===== config.mk =====
export PLATFORM = sky130hd
export DESIGN_NAME = fixdir_edge_gpio
export DESIGN_NICKNAME = d
export VERILOG_FILES = /design/src/rtl/fixdir_edge_gpio.sv
export SDC_FILE = /design/constraint.sdc
export NUM_CORES = 1
export LEC_CHECK = 0
export BUFFER_PORTS_ARGS = -buffer_cell sky130_fd_sc_hd__buf_2
export CORE_ASPECT_RATIO = 1.1
export CORE_MARGIN = 3
export CORE_UTILIZATION = 51
export CTS_CLUSTER_SIZE = 20
export DETAILED_ROUTE_END_ITERATION = 8
export GPL_TIMING_DRIVEN = 0
export PLACE_DENSITY = 0.8
export SETUP_SLACK_MARGIN = 0.3
export SYNTH_ARGS = -nofsm -noshare
export SYNTH_HDL_FRONTEND = slang
export SYNTH_SLANG_ARGS = --single-unit

===== constraint.sdc =====
create_clock -name clk -period 1 [get_ports clk]
set_input_delay 0.05 -clock clk [delete_from_list [all_inputs] [get_ports clk]]
set_output_delay 0.05 -clock clk [all_outputs]
set_load 0.05 [all_outputs]

===== src/rtl/fixdir_edge_gpio.sv =====
module fixdir_edge_gpio #(
  parameter int N      = 4,
  parameter int ADDR_W = 3
) (
  input  logic              clk,
  input  logic              rst_n,
  input  logic [ADDR_W-1:0] addr,
  input  logic              wr_stb,
  input  logic [2*N-1:0]    wdata,
  output logic [2*N-1:0]    rdata,
  input  logic [N-1:0]      pin_in,
  output logic [N-1:0]      pin_out,
  output logic              irq
);
  localparam int DW = 2 * N;
  localparam logic [ADDR_W-1:0] A_DIR = ADDR_W'(0);
  localparam logic [ADDR_W-1:0] A_DAT = ADDR_W'(1);
  localparam logic [ADDR_W-1:0] A_CFG = ADDR_W'(3);
  localparam logic [ADDR_W-1:0] A_STS = ADDR_W'(4);

  logic [N-1:0]  out_lat, sy1, sy2, prev, sts, hit;
  logic [DW-1:0] cfg;
  logic          irq_q;

  wire wr_dat = wr_stb && addr == A_DAT;
  wire wr_cfg = wr_stb && addr == A_CFG;
  wire wr_sts = wr_stb && addr == A_STS;
  wire [N-1:0] clr = wr_sts ? wdata[N-1:0] : '0;

  always_ff @(posedge clk or negedge rst_n)
    if (!rst_n) begin
      sy1  <= '0;
      sy2  <= '0;
      prev <= '0;
    end else begin
      sy1  <= pin_in;
      sy2  <= sy1;
      prev <= sy2;
    end

  genvar n;
  generate
    for (n = 0; n < N; n++) begin : g_in
      wire rise = sy2[n] & ~prev[n];
      wire fall = ~sy2[n] & prev[n];
      assign hit[n] = (rise & cfg[2*n+1]) | (fall & cfg[2*n]);


      quiet_field_chk: assert property (@(posedge clk) disable iff (!rst_n)
        $rose(sts[n]) |-> $past(cfg[2*n+1:2*n]) != 2'b00);

      clear_chk: assert property (@(posedge clk) disable iff (!rst_n)
        (wr_sts && wdata[n] && !hit[n]) |=> !sts[n]);

      keep_on_collision_chk: assert property (@(posedge clk) disable iff (!rst_n)
        (wr_sts && wdata[n] && hit[n]) |=> sts[n]);
    end
  endgenerate

  always_ff @(posedge clk or negedge rst_n)
    if (!rst_n) begin
      out_lat <= '0;
      cfg     <= '0;
      sts     <= '0;
      irq_q   <= 1'b0;
    end else begin
      if (wr_dat) out_lat <= wdata[N-1:0];
      if (wr_cfg) cfg <= wdata;
      sts   <= (sts & ~clr) | hit;
      irq_q <= |sts;
    end

  assign pin_out = out_lat;
  assign irq     = irq_q;

  always_comb begin
    unique case (addr)
      A_DIR:   rdata = {{N{1'b0}}, {N{1'b1}}};
      A_DAT:   rdata = {sy2, out_lat};
      A_CFG:   rdata = cfg;
      A_STS:   rdata = {{N{1'b0}}, sts};
      default: rdata = '0;
    endcase
  end


  irq_follow_chk: assert property (@(posedge clk) disable iff (!rst_n)
    (|sts) |=> irq);

  irq_drop_chk: assert property (@(posedge clk) disable iff (!rst_n)
    !(|sts) |=> !irq);

  out_hold_chk: assert property (@(posedge clk) disable iff (!rst_n)
    !wr_dat |=> $stable(pin_out));
endmodule


# --- Yosys cells after proc, flatten, opt, wreduce, memory -nomap -nowiden ---
# Cells that the tools add are included.
totals:
  reg_bits: 29
  latch_bits: 0
  mem_bits_rw: 0
  romBits: 0
  input_bits: 18
  out_inout_bits: 13
  elab_cells: 48
  memories: 0
op_classes:
  n_addsub: 0
  n_mul: 0
  n_div: 0
  order_cmp: 0
  n_eq_ne: 3
  shift: 0
  n_mux: 2
  n_bitwise: 31
  n_reduce_logical: 5
ops:
  columns: ["op", "n"]
  rows:
  - ["case mux 8 bit (4 select lines)", 1]
  - ["AND 1 bit", 16]
  - ["inverter 1 bit", 8]
  - ["AND 4 bit", 1]
  - ["2-to-1 mux 4 bit", 1]
  - ["inverter 4 bit", 1]
  - ["bitwise OR 1 bit", 4]
  - ["bitwise OR 4 bit", 1]
  - ["OR reduction 4 bit", 1]
  - ["equality test 3 x 1 -> 1 bit, second input constant", 1]
  - ["equality test 3 x 2 -> 1 bit, second input constant", 1]
  - ["equality test 3 bit, second input constant", 1]
  - ["logical AND 1 bit", 3]
  - ["zero test 3 bit", 1]

# --- Depth between registers and ports, before layout ---
# Gate-level depths: netlist of run 1.
logic_depth:
  word_depth: 6
  depth_mapped: 5
  ltp_nobuf: 3

# --- Least setup slack after synthesis of run 1 ---
# No wires, ideal clock.
synth_path:
  path_type: "flip-flop to output port"
  startpoint: "register out_lat[2], in the netlist pin_out[2]"
  endpoint: "output port rdata[2]"
  t_arrival_ns: 1.281
  required_ns: 0.950
  path_slack_ns: -0.331
  path_stages_with_launch: 4
  path_buffers: 0
  path_cell_list: "dfrtp_1 -> nor2b_1 -> o22ai_1 -> a22o_1"
synth_between:
  elab_chain_cells: 1
synth_rtl:
  columns: ["element", "line_no", "text"]
  rows:
  - ["start, declared", "21", "logic [N-1:0] out_lat, sy1, sy2, prev, sts, hit;"]
  - ["start signal, assigned", "67", "if (wr_dat) out_lat <= wdata[N-1:0];"]
  - ["case mux 8 bit (4 select lines)", "77", "unique case (addr)"]
  - ["end, declared", "10", "output logic [2*N-1:0] rdata,"]
# No other way between the ends.

# --- Final worst setup path of run 1 ---
layout_path:
  startpoint: "register out_lat[3], in the netlist pin_out[3]"
  endpoint: "output port rdata[3]"
# Same word-level chain as after synthesis.

==> results.md, run 1 <==
- The number of unique standard cell types used by synthesis is 23.
- In this run the static leakage power is 0.947 nW.
- For the worst setup path, the data required time is 0.95 ns.
- The power spent charging and discharging nets is 1.09 mW.
- The final instance count without filler cells is 184.
- The mapped cell area is 1260 µm².
- The number of failing setup endpoints in the final timing report is 11.
- The sum of routed wire segments on met1 is 1270 µm.
- The share of the synthesized area in compound gates (AO/OA/AOI/OAI) is 8.25%.
- The type of destination of the critical path is an output port.
- The worst hold path belongs to the class input pin to async pin.
- After Yosys synthesis, and, or, nand and nor cells account for 12.9% of the synthesized area.
- The checks that failed: hold timing, setup timing.
- The TritonCTS clock tree is built.
- Setup repair after global routing could not meet its margin everywhere.
- The number of slew-limit violations in the final report came to 0.
- The internal power is 2.32 mW.
- The amount of wire on met3 after detailed routing is 128 µm.
- Using the TritonRoute via totals, the vias-per-cell ratio works out to 5.33.
- The total number of vias is 980.
- The core box area is 2300 µm².
- The hold slack is -0.262 ns.
- Synthesis produced 95 cells.
- The number of buffers and inverters on the critical path is 1.
- The repair_antennas step left the layout with diodes totalling 0.
- The worst register-to-register path has a depth of 3.
- The starting density of the core is 54.8%.
- Summing the areas of all xor and xnor instances in the mapped netlist gives 0% of the synthesized area.
- The detailed-routed wire length on met2 is 1780 µm.
- The routed design has 3260 µm of wire.
- The total overflow left after global routing is 0.
- The worst stage delay on the critical path is 0.44 ns.
- Entering global routing, the biggest net connects 30 pins.
- The remaining antenna violation count is 0.
- The biggest fanout along the worst timing path is 3.
- Of the total power, combinational logic draws 35.3%.
- The clock share of power is 20.9%.
- The starting DRC count in detailed routing is 9.
- The measured slew at the worst slew-check pin is 0.634 ns.
- The library cell used most frequently in the layout, excluding fill and tap cells, is sky130_fd_sc_hd__buf_6.
- The setup slack on the worst flop-to-flop path is 0.01 ns.
- The total number of yosys warnings is 0.
- In the layout the commonest cells are 27 x sky130_fd_sc_hd__buf_6, 24 x sky130_fd_sc_hd__dfrtp_1, 14 x sky130_fd_sc_hd__buf_2, 10 x sky130_fd_sc_hd__mux2_4.
- The startpoint type of the worst setup path is a flip-flop.
- The first global-routing pass estimated 4880 µm of wire.
- The signal on the critical path passes through nor2b_2 -> o22ai_2 -> a22o_4 -> buf_8.
- Summing the areas of all fa, ha and maj instances in the mapped netlist gives 0% of the synthesized area.
- The startpoint of the worst-slack reg-to-reg timing path is pin_out[2]$_DFFE_PN0P_.
- The width of the die is 53.4 µm.
- The tree built by TritonCTS fans out to 29 sinks.
- The post-route cell area is 2000 µm².
- The kind of cell adding the most delay to the critical path is flip-flops.
- The total cell area at the placement stage is 1540 µm².
- After clock tree synthesis, the flow added hold-fix buffers numbering 4.
- The worst flop-to-flop path endpoint is pin_out[2]$_DFFE_PN0P_.
- Multiplexer cells account for 16.3% of the synthesized area.
- The worst clock skew on the final layout is 0.0155 ns.
- For this design the ratio of total power to cell area is 1700 nW/µm².
- The synthesis-stage register bit count is 29.
- After legalization and detailed placement, the total HPWL measured 1880 µm.
- IR analysis of the VDD net gives a maximum drop of 0.00147 V.
- The routed wire length per instance is 17.7 µm.
- The H-tree was split into 2 levels.
- For this run, design rule violations remaining after detail routing come to 0.
- The maximum frequency from static timing analysis is 706 MHz.
- The total count of hold-check failures in the final report is 35.
- The overall global routing resource usage is 22.4%.
- The number of antenna violations at the first check in global routing was 0.
- The number of placement rows is 18.
- The worst setup slack after placement is -0.288 ns.
- Across the run, the number of max-cap violations was 0.
- The clock transition at the register clock pins on the worst setup and hold paths after CTS is 0.10 ns.
- The number of search-and-repair iterations in the first detailed-routing pass is 4.
- The congestion estimate from routability-driven global placement came to 0.807.
- The final clock period utilization by the worst path is 142%.
- The worst pin sits at a relative slew slack of 57.7%.
- Routed signal wires occupy layers up through met4.
- The buffer levels on the longest clock path is 2.
- At the end of the flow, the number of nets in the layout was 171.
- The die is 58.1 µm tall.
- The fraction of layout cells with a size suffix above 1 is 66.2%.
- The synthesized netlist net count is 113.
- Of the total power, the share spent switching nets is 32.0%.
- The number of global-route vias before repair is 1,052.
- The number of I/O port buffers is 29.
- Sequential cells were found to cover 57.7% of the synthesized design area.
- Clock tree synthesis inserted a total of 5 buffers.
- The total instance count after detailed placement is 154.
- The arrival time of data at the critical path endpoint is 1.37 ns.
- The combinational family with the most area after synthesis is multiplexers.
- The relative area change from synthesis to final layout is 59.2%.
- Averaged over all synthesized cells, the footprint is 13.2 µm².
- In the final timing run, aggregate negative setup slack is -2.58 ns.
- The standard cell with the maximum stage delay on the critical path is sky130_fd_sc_hd__dfrtp_2.
- The type of the worst setup path is flip-flop to output port.
- The run finished, with violations left.
- After layout, the worst setup slack is -0.416 ns.
- The minimum clock period after layout is 1.42 ns.
- The die covers 3100 µm².
- The top-level I/O count is 31.
- At the later pin of the worst-skew pair, clock insertion delay measures 0.32 ns.
- The clock tree root driver cell is sky130_fd_sc_hd__clkbuf_4.
- The part of the total power dissipated in sequential elements is 43.8%.
-- area by class of cell --
class | instances | area (µm²)
Buffer | 3 | 37.5
Tap cell | 30 | 37.5
Multi-Input combinational cell | 54 | 623
Fill cell | 114 | 293
Inverter | 9 | 33.8
Timing Repair Buffer | 51 | 482
Clock buffer | 8 | 58.8
Sequential cell | 29 | 732
-- through the flow --
step / power, mW / utilization, % / hold WS [ns]
finish: 3.41 / 87.3 / -0.262
global route: 3.59 / 87.3 / -0.252
CTS: 3.28 / 83.2 / -0.252
detailed placement: 2.27 / 67.2 / 0.104
global placement: 2.24 / 67.2 / 0.0967
floorplan: 2.06 / - / -0.246
-- per-layer routing --
metal | track usage [%] | up-vias
met3 | 6.17 | 9
met5 | 0 | -
met2 | 37.8 | 32
li1 | - | 449
met1 | 25.8 | 490
met4 | 10.6 | 0
-- worst reg2reg max path, stage by stage (launching register included) --
cell	delay [ns]
sky130_fd_sc_hd__dfrtp_2	0.42
sky130_fd_sc_hd__buf_6	0.11
sky130_fd_sc_hd__buf_6	0.10
sky130_fd_sc_hd__mux2_2	0.25
-- power by group through the flow --
stage	clock network, mW	logic, mW	registers (mW)
6_report	0.713	1.21	1.49
5_1_grt	0.807	1.27	1.51
4_1_cts	0.726	1.09	1.47
3_5_place_dp	0	0.784	1.49
3_3_place_gp	0	0.765	1.47
2_1_floorplan	0	0.483	1.58
-- Yosys cell counts --
cell / instances / area, µm²
sky130_fd_sc_hd__o22ai_1: 4 / 25.0
sky130_fd_sc_hd__buf_2: 1 / 5.00
sky130_fd_sc_hd__dfrtp_1: 29 / 726
sky130_fd_sc_hd__nand3b_1: 4 / 30.0
sky130_fd_sc_hd__mux2_4: 8 / 120
sky130_fd_sc_hd__nand3_1: 1 / 5.00
sky130_fd_sc_hd__a22o_1: 4 / 35.0
sky130_fd_sc_hd__nor2_1: 4 / 15.0
sky130_fd_sc_hd__o221ai_1: 1 / 8.76
sky130_fd_sc_hd__and3b_1: 1 / 8.76
sky130_fd_sc_hd__nor2b_1: 4 / 25.0
sky130_fd_sc_hd__nand2b_4: 1 / 13.8
sky130_fd_sc_hd__o21ai_0: 4 / 20.0
sky130_fd_sc_hd__mux2_2: 4 / 45.0
sky130_fd_sc_hd__o211ai_1: 2 / 15.0
sky130_fd_sc_hd__mux2i_1: 4 / 40.0
sky130_fd_sc_hd__nand2_1: 4 / 15.0
sky130_fd_sc_hd__nand4bb_1: 1 / 11.3
sky130_fd_sc_hd__buf_6: 2 / 22.5
sky130_fd_sc_hd__nor3b_2: 1 / 12.5
sky130_fd_sc_hd__nand4_1: 1 / 6.26
sky130_fd_sc_hd__nand2_8: 1 / 20.0
sky130_fd_sc_hd__inv_1: 9 / 33.8
-- state kept, by name, indices dropped and copies added, names as in the netlist --
signal / count
irq: 1
pin_out: 4
prev: 4
sy1: 4
cfg: 8
sts: 4
sy2: 4
-- how the worst max path moves through the flow --
stage	start	to	slack (ns)	cells past startpoint
2_1_floorplan	pin_out[0]$_DFFE_PN0P_	rdata[0]	-0.05	3
3_3_place_gp	addr[2]	pin_out[0]$_DFFE_PN0P_	-0.26	4
3_5_place_dp	addr[2]	pin_out[1]$_DFFE_PN0P_	-0.29	4
4_1_cts	pin_out[0]$_DFFE_PN0P_	rdata[0]	-0.38	4
5_1_grt	pin_out[1]$_DFFE_PN0P_	rdata[1]	-0.44	4
6_report	pin_out[3]$_DFFE_PN0P_	rdata[3]	-0.42	4
-- logic make-up after synthesis --
family                 after synthesis
flip-flops                          29
AND/OR/NAND/NOR                     23
multiplexers                        16
AO/OA/AOI/OAI                       15
buffers and inverters               12
-- repair_timing --
action                                  CTS  global route
resized for setup                        51            19
pin swaps                                 6             8
endpoints found under the hold margin    42            37
endpoints found under the setup margin   29            30
cloned                                    1             0
buffers inserted                         13             4
No activity file was read; power rests on OpenSTA's default activity.
==> run 2: changes to the inputs <==
--- a/config.mk
+++ b/config.mk
@@ -7,12 +7,12 @@
 export LEC_CHECK = 0
 export BUFFER_PORTS_ARGS = -buffer_cell sky130_fd_sc_hd__buf_2
 export CORE_ASPECT_RATIO = 1.1
-export CORE_MARGIN = 3
-export CORE_UTILIZATION = 51
+export CORE_MARGIN = 2
+export CORE_UTILIZATION = 46
 export CTS_CLUSTER_SIZE = 20
 export DETAILED_ROUTE_END_ITERATION = 8
 export GPL_TIMING_DRIVEN = 0
-export PLACE_DENSITY = 0.8
+export PLACE_DENSITY = 0.76
 export SETUP_SLACK_MARGIN = 0.3
 export SYNTH_ARGS = -nofsm -noshare
 export SYNTH_HDL_FRONTEND = slang
==> constraint.sdc (replaced) <==
create_clock -name clk -period 1.3 [get_ports clk]
set_input_delay 0.065 -clock clk [delete_from_list [all_inputs] [get_ports clk]]
set_output_delay 0.065 -clock clk [all_outputs]
set_load 0.05 [all_outputs]
==> results.md, run 2 (synthesized netlist as in run 1, its figures left out) <==
- The H-tree generated during clock tree synthesis spans 2 levels.
- Total power for the finished layout comes to 2.73 mW.
- The clock transition at the register clock pins on the worst setup and hold paths after CTS is 0.10 ns.
- The post-layout worst setup margin is -0.118 ns.
- The detail route stage leaves a number of antenna-violating nets equal to 0.
- The final wirelength is 2850 µm.
- The clock tree root driver cell is sky130_fd_sc_hd__clkbuf_4.
- The die covers 3170 µm².
- Across the run, the number of max-cap violations was 0.
- The worst register-to-register path has a depth of 4.
- No sink is reached through more buffers than the 2 on the longest clock path.
- The number of placement rows is 19.
- The total cell area at the placement stage is 1500 µm².
- Clock skew on the completed layout was measured at 0.0103 ns.
- The core box area is 2540 µm².
- STA classifies the critical path endpoint as an output port.
- The relative area change from synthesis to final layout is 53.1%.
- The top-level I/O count is 31.
- The met2 layer usage reported by global route is 37.1%.
- The measured slew at the worst slew-check pin is 0.631 ns.
- The starting DRC count in detailed routing is 5.
- The final layout net count is 175.
- The vias per cell is 5.08.
- At the end of routability-driven placement, the weighted congestion stood at 0.816.
- The number of diodes added for antenna fixing is 0.
- The arrival time of data at the critical path endpoint is 1.35 ns.
- The leakage power total is 0.940 nW.
- The critical path in this run is classified as flip-flop to output port.
- The power density over cell area is 1420 nW/µm².
- The post-detailed-placement half-perimeter wirelength is 1830 µm.
- In this run the critical register-to-register path is launched from sy2[1]$_DFF_PN0_.
- The starting density of the core is 49.5%.
- The multi-input combinational cell area is 524 µm².
- The class of the tightest hold or removal check is input pin to flip-flop.
- Headroom to the max-slew limit came out at 58.0%.
- The flip-flop count of the largest register after layout is 8.
- The required time at the endpoint of the critical path is 1.24 ns.
- Cells fill 75.8% of the core in the end.
- The top cell types in the final layout, fill and taps aside, are 25 x sky130_fd_sc_hd__dfrtp_1, 16 x sky130_fd_sc_hd__buf_2, 13 x sky130_fd_sc_hd__dlygate4sd3_1, 12 x sky130_fd_sc_hd__buf_4, 11 x sky130_fd_sc_hd__buf_6.
- Setup repair after global routing could not meet its margin everywhere.
- The number of antenna violations at the first check in global routing is 0.
- The flow ran to the end, but the final reports show violations.
- The worst IR drop on VDD is 0.00107 V.
- The worst min-delay path startpoint is addr[1].
- The total count of hold-check failures in the final report is 0.
- For this run, the top clock speed supported by timing is 705 MHz.
- The minimum clock period after layout is 1.42 ns.
- The largest register by flop count is cfg.
- The die outline height is 58.9 µm.
- In the final routed layout, each cell accounts on average for 15.1 µm.
- The met1 track demand over resource in global routing is 21.4%.
- Global routing consumed, over all layers together, 21.0% of the routing resources.
- The fraction of layout cells with a size suffix above 1 is 51.3%.
- The startpoint of the most critical setup path is pin_out[2]$_DFFE_PN0P_.
- The final reports fail on setup timing.
- The met3 usage is 8.38%.
- The biggest fanout along the worst timing path is 2.
- The most common library cell in the layout ignoring fill and taps is sky130_fd_sc_hd__dfrtp_1.
- The number of I/O port buffers is 29.
- met2 is the most crowded layer.
- The die is 53.9 µm wide.
- The number of slew-limit violations in the final report is 0.
- The number of clock sinks is 29.
- The TritonCTS clock tree is built.
- The worst setup path is launched from a flip-flop.
- The number of failing setup endpoints in the final timing report is 4.
- The number of global-route vias before repair is 999.
- The timing endpoint of the critical path is rdata[2].
- OpenSTA, run right after detailed placement, puts the worst setup slack at -0.0513 ns.
- Of the available clock period, the critical path in the final layout requires 109%.
- The maximum number of pins on one net before global-route repair is 30.
- After filler insertion, the fill cell instance count of the layout stands at 165.
- The final route contains 960 vias.
- The number of search-and-repair iterations in the first detailed-routing pass is 4.
- The setup slack on the worst flop-to-flop path is 0.38 ns.
- The post-route cell area is 1930 µm².
- The total congestion overflow after global routing is 0.
- In this run the critical register-to-register path is captured at sts[1]$_DFF_PN0_.
- The footprint of the flip-flops and latches is 731 µm².
- Counting the buffers created by CTS gives 5.
- The clock reaches the later pin of the worst-skew pair after 0.34 ns.
- The residual DRC count is 0.
- The first global-routing pass estimated 4530 µm of wire.
run 2: how the worst min path moves through the flow:
stage,endpoint,slack [ns],depth (start not counted)
after floorplan,cfg[0]$_DFFE_PN0P_,-0.23,0
after global placement,cfg[0]$_DFFE_PN0P_,0.11,1
after detailed placement,cfg[0]$_DFFE_PN0P_,0.12,1
after CTS,pin_out[2]$_DFFE_PN0P_,0.15,3
after global routing,pin_out[2]$_DFFE_PN0P_,0.15,3
final,pin_out[2]$_DFFE_PN0P_,0.15,3
run 2: layout make-up:
class	instances	area share (%)
buffer	3	1.95
clock buffer	7	2.86
clock inverter	1	1.56
inverter	9	1.75
multi-input combinational	54	27.2
sequential	29	37.9
tap	31	2.01
timing repair buffer	55	24.7
run 2: per-layer routing:
metal | wire, µm | share of wire [%] | vias to the layer above
met5 | 0 | 0 | -
li1 | - | - | 454
met2 | 1540 | 54 | 35
met4 | 69 | 2.4 | 0
met1 | 1050 | 37 | 462
met3 | 179 | 6.3 | 9
run 2: critical path: stages (launching register included):
cell and delay (ns):
sky130_fd_sc_hd__dfrtp_2 0.42, sky130_fd_sc_hd__nor2b_1 0.13, sky130_fd_sc_hd__o22ai_1 0.09, sky130_fd_sc_hd__a22o_2 0.22, sky130_fd_sc_hd__buf_6 0.15
run 2: what timing repair did:
action / in CTS / in global routing
setup buffers: 11 / 2
setup endpoints to repair: 12 / 17
pin swaps: 3 / 1
hold buffers: 13 / 0
resized for setup: 28 / 8
endpoints found under the hold margin: 44 / 0
run 2: through the flow:
| step | setup TNS (ns) | hold slack, ns | cells |
|---|---|---|---|
| after floorplan | 0 | -0.231 | 95 |
| after global placement | -0.0405 | 0.112 | 155 |
| after detailed placement | -0.185 | 0.121 | 155 |
| after CTS | -0.514 | 0.154 | 187 |
| after global routing | -0.633 | 0.146 | 189 |
| final | -0.443 | 0.146 | 189 |
run 2: power breakdown:
part           total, mW  internal, mW  switching (mW)
Combinational      0.837         0.434           0.404
Clock              0.776         0.459           0.317
Sequential          1.12          1.03          0.0875
Total               2.73          1.92           0.808
==> run 3: changes to the inputs <==
--- a/config.mk
+++ b/config.mk
@@ -14,6 +14,7 @@
 export GPL_TIMING_DRIVEN = 0
 export PLACE_DENSITY = 0.76
 export SETUP_SLACK_MARGIN = 0.3
+export SKIP_LAST_GASP = 1
 export SYNTH_ARGS = -nofsm -noshare
 export SYNTH_HDL_FRONTEND = slang
 export SYNTH_SLANG_ARGS = --single-unit
==> results.md, run 3 (synthesized netlist as in run 1, its figures left out) <==
- Dividing the final minimum period by the clock period gives 109%.
- In this run, the number of DRC markers left after iteration 0 of detailed routing was 6.
- The net count of the finished layout is 175.
- The maximum number of pins on one net before global-route repair is 30.
- The timing endpoint of the critical path is rdata[2].
- Wire segments on met3 add up to 176 µm in the final route.
- The startpoint type of the worst setup path is a flip-flop.
- The number of clock buffers added by TritonCTS is 5.
- The post-layout worst setup margin is -0.120 ns.
- The largest register by flop count is cfg.
- Routability-driven placement finished with a final weighted congestion of 0.816.
- The final wirelength is 2850 µm.
- The total count of hold-check failures in the final report is 0.
- In this run the critical register-to-register path is launched from sy2[1]$_DFF_PN0_.
- The worst clock skew on the final layout is 0.0105 ns.
- The detailed-routed wire length on met2 is 1550 µm.
- The number of slew-limit violations in the final report came to 0.
- Setup repair after global routing could not meet its margin everywhere.
- Counting tap cells, the placed design contains a total of 155 instances.
- The worst hold path passes through 3 cells.
- Across the run, the number of max-cap violations was 0.
- VDD sags by at most 0.00107 V.
- Relative to the synthesized area, the layout overhead comes to 52.5%.
- The startpoint of the most critical setup path is pin_out[2]$_DFFE_PN0P_.
- The library cell used most frequently in the layout, excluding fill and tap cells, is sky130_fd_sc_hd__dfrtp_1.
- The first-pass GRT wire length is 4530 µm.
- Setup violations remaining at the end of the flow were counted as 4.
- The die is 58.9 µm tall.
- The routed layout has 959 vias.
- The sum of internal, switching and leakage power is 2.72 mW.
- The core region is 2540 µm².
- The post-detailed-placement half-perimeter wirelength is 1830 µm.
- The measured slew at the worst slew-check pin is 0.631 ns.
- The number of search-and-repair iterations in the first detailed-routing pass is 4.
- In the global route stage, overall resource usage came out at 21.0%.
- The setup check on the worst reg-to-reg path leaves a slack of 0.38 ns.
- The post-route cell area is 1920 µm².
- The worst setup path is captured at an output port.
- Along the worst path, the maximum fanout reaches 2.
- In this run the static leakage power is 0.938 nW.
- The final instance count without filler cells is 189.
- The arrival time of data at the critical path endpoint is 1.35 ns.
- The number of global-route vias before repair came to 999.
- Dividing total power by cell area gives a power density of 1410 nW/µm².
- The residual DRC count is 0.
- The clock transition at the register clock pins on the worst setup and hold paths after CTS is 0.10 ns.
- The depth of the worst register-to-register path is 4.
- The clock tree root driver cell is sky130_fd_sc_hd__clkbuf_4.
- The run finished, with violations left.
- Using the TritonRoute via totals, the vias-per-cell ratio works out to 5.07.
- The remaining antenna violation count is 0.
- In the layout the commonest cells are 25 x sky130_fd_sc_hd__dfrtp_1, 16 x sky130_fd_sc_hd__buf_2, 13 x sky130_fd_sc_hd__buf_6, 13 x sky130_fd_sc_hd__dlygate4sd3_1, 12 x sky130_fd_sc_hd__buf_4.
- The worst hold path begins at addr[1].
- The floorplan has 19 rows.
- The clock tree synthesis step divided the H-tree into 2 levels.
- OpenSTA, run right after detailed placement, puts the worst setup slack at -0.0513 ns.
- The repair_antennas step left the layout with diodes totalling 0.
- In the final layout, the share of cells above drive strength 1 is 51.3%.
- In the final routed layout, each cell accounts on average for 15.1 µm.
- The final reports fail on setup timing.
- The area of the die is 3170 µm².
- The total congestion overflow after global routing is 0.
- Based on the critical path, the design can be clocked at up to 704 MHz.
- Headroom to the max-slew limit came out at 58.0%.
- The worst flop-to-flop path endpoint is sts[1]$_DFF_PN0_.
- The class of the tightest hold or removal check is input pin to flip-flop.
- No sink is reached through more buffers than the 2 on the longest clock path.
- The highest metal layer with signal wires is met4.
- The flip-flop count of the largest register after layout is 8.
- The number of antenna violations at the first check in global routing is 0.
- The total cell area at the placement stage is 1500 µm².
- The number of I/O port buffers is 29.
- The final standard cell utilization of the core is 75.5%.
- The starting density of the core is 49.5%.
- The worst setup path is of the flip-flop to output port kind.
- The TritonCTS clock tree is built.
- The width of the die is 53.9 µm.
- The routed design could run at a clock period as short as 1.42 ns.
- The worst-skew pair later-pin latency is 0.34 ns.
- The sum of routed wire segments on met1 is 1050 µm.
- The required time at the endpoint of the critical path is 1.24 ns.
- The top-level I/O count is 31.
- For this design, the sink count on the clock tree is 29.
[run 3: cell count changes in the layout (fill, tap and decap cells not counted)]
cell,delta
sky130_fd_sc_hd__buf_6,+2
sky130_fd_sc_hd__buf_8,-2
[run 3: how the worst min path moves through the flow]
| stage | endpoint | slack [ns] |
|---|---|---|
| 2_1_floorplan | cfg[0]$_DFFE_PN0P_ | -0.23 |
| 3_3_place_gp | cfg[0]$_DFFE_PN0P_ | 0.11 |
| 3_5_place_dp | cfg[0]$_DFFE_PN0P_ | 0.12 |
| 4_1_cts | pin_out[2]$_DFFE_PN0P_ | 0.15 |
| 5_1_grt | pin_out[2]$_DFFE_PN0P_ | 0.15 |
| 6_report | pin_out[2]$_DFFE_PN0P_ | 0.15 |
[run 3: metal layers]
| metal | up-vias | track usage (%) |
|---|---|---|
| met3 | 9 | 8.38 |
| li1 | 454 | - |
| met4 | 0 | 8.79 |
| met2 | 34 | 37.1 |
| met1 | 462 | 21.4 |
| met5 | - | 0 |
[run 3: layout make-up]
cell class / count / area, µm²
sequential: 29 / 731
fill: 165 / 624
multi-input combinational: 54 / 524
timing repair buffer: 55 / 469
clock buffer: 7 / 55.1
tap: 31 / 38.8
buffer: 3 / 37.5
inverter: 9 / 33.8
clock inverter: 1 / 30.0
[run 3: worst max-delay path, stage by stage, from the launching register on]
cell                      delay (ns)
sky130_fd_sc_hd__dfrtp_2        0.42
sky130_fd_sc_hd__nor2b_1        0.13
sky130_fd_sc_hd__o22ai_1        0.09
sky130_fd_sc_hd__a22o_2         0.22
sky130_fd_sc_hd__buf_6          0.15
[run 3: what timing repair did]
item / in CTS / in global routing
hold endpoints to repair: 44 / 0
buffers inserted: 11 / 2
gates resized for setup: 26 / 8
setup endpoints to repair: 12 / 17
pin swaps: 3 / 1
hold buffers: 13 / 0
[run 3: stage by stage]
| step | hold slack, ns | setup TNS (ns) |
|---|---|---|
| floorplan | -0.231 | 0 |
| global placement | 0.112 | -0.0405 |
| detailed placement | 0.121 | -0.185 |
| CTS | 0.154 | -0.514 |
| global route | 0.146 | -0.633 |
| finish | 0.146 | -0.444 |
[run 3: report_power, final]
group,internal [mW],switching (mW)
Sequential,1.03,0.0872
Clock,0.459,0.316
Combinational,0.423,0.402
Total,1.91,0.806
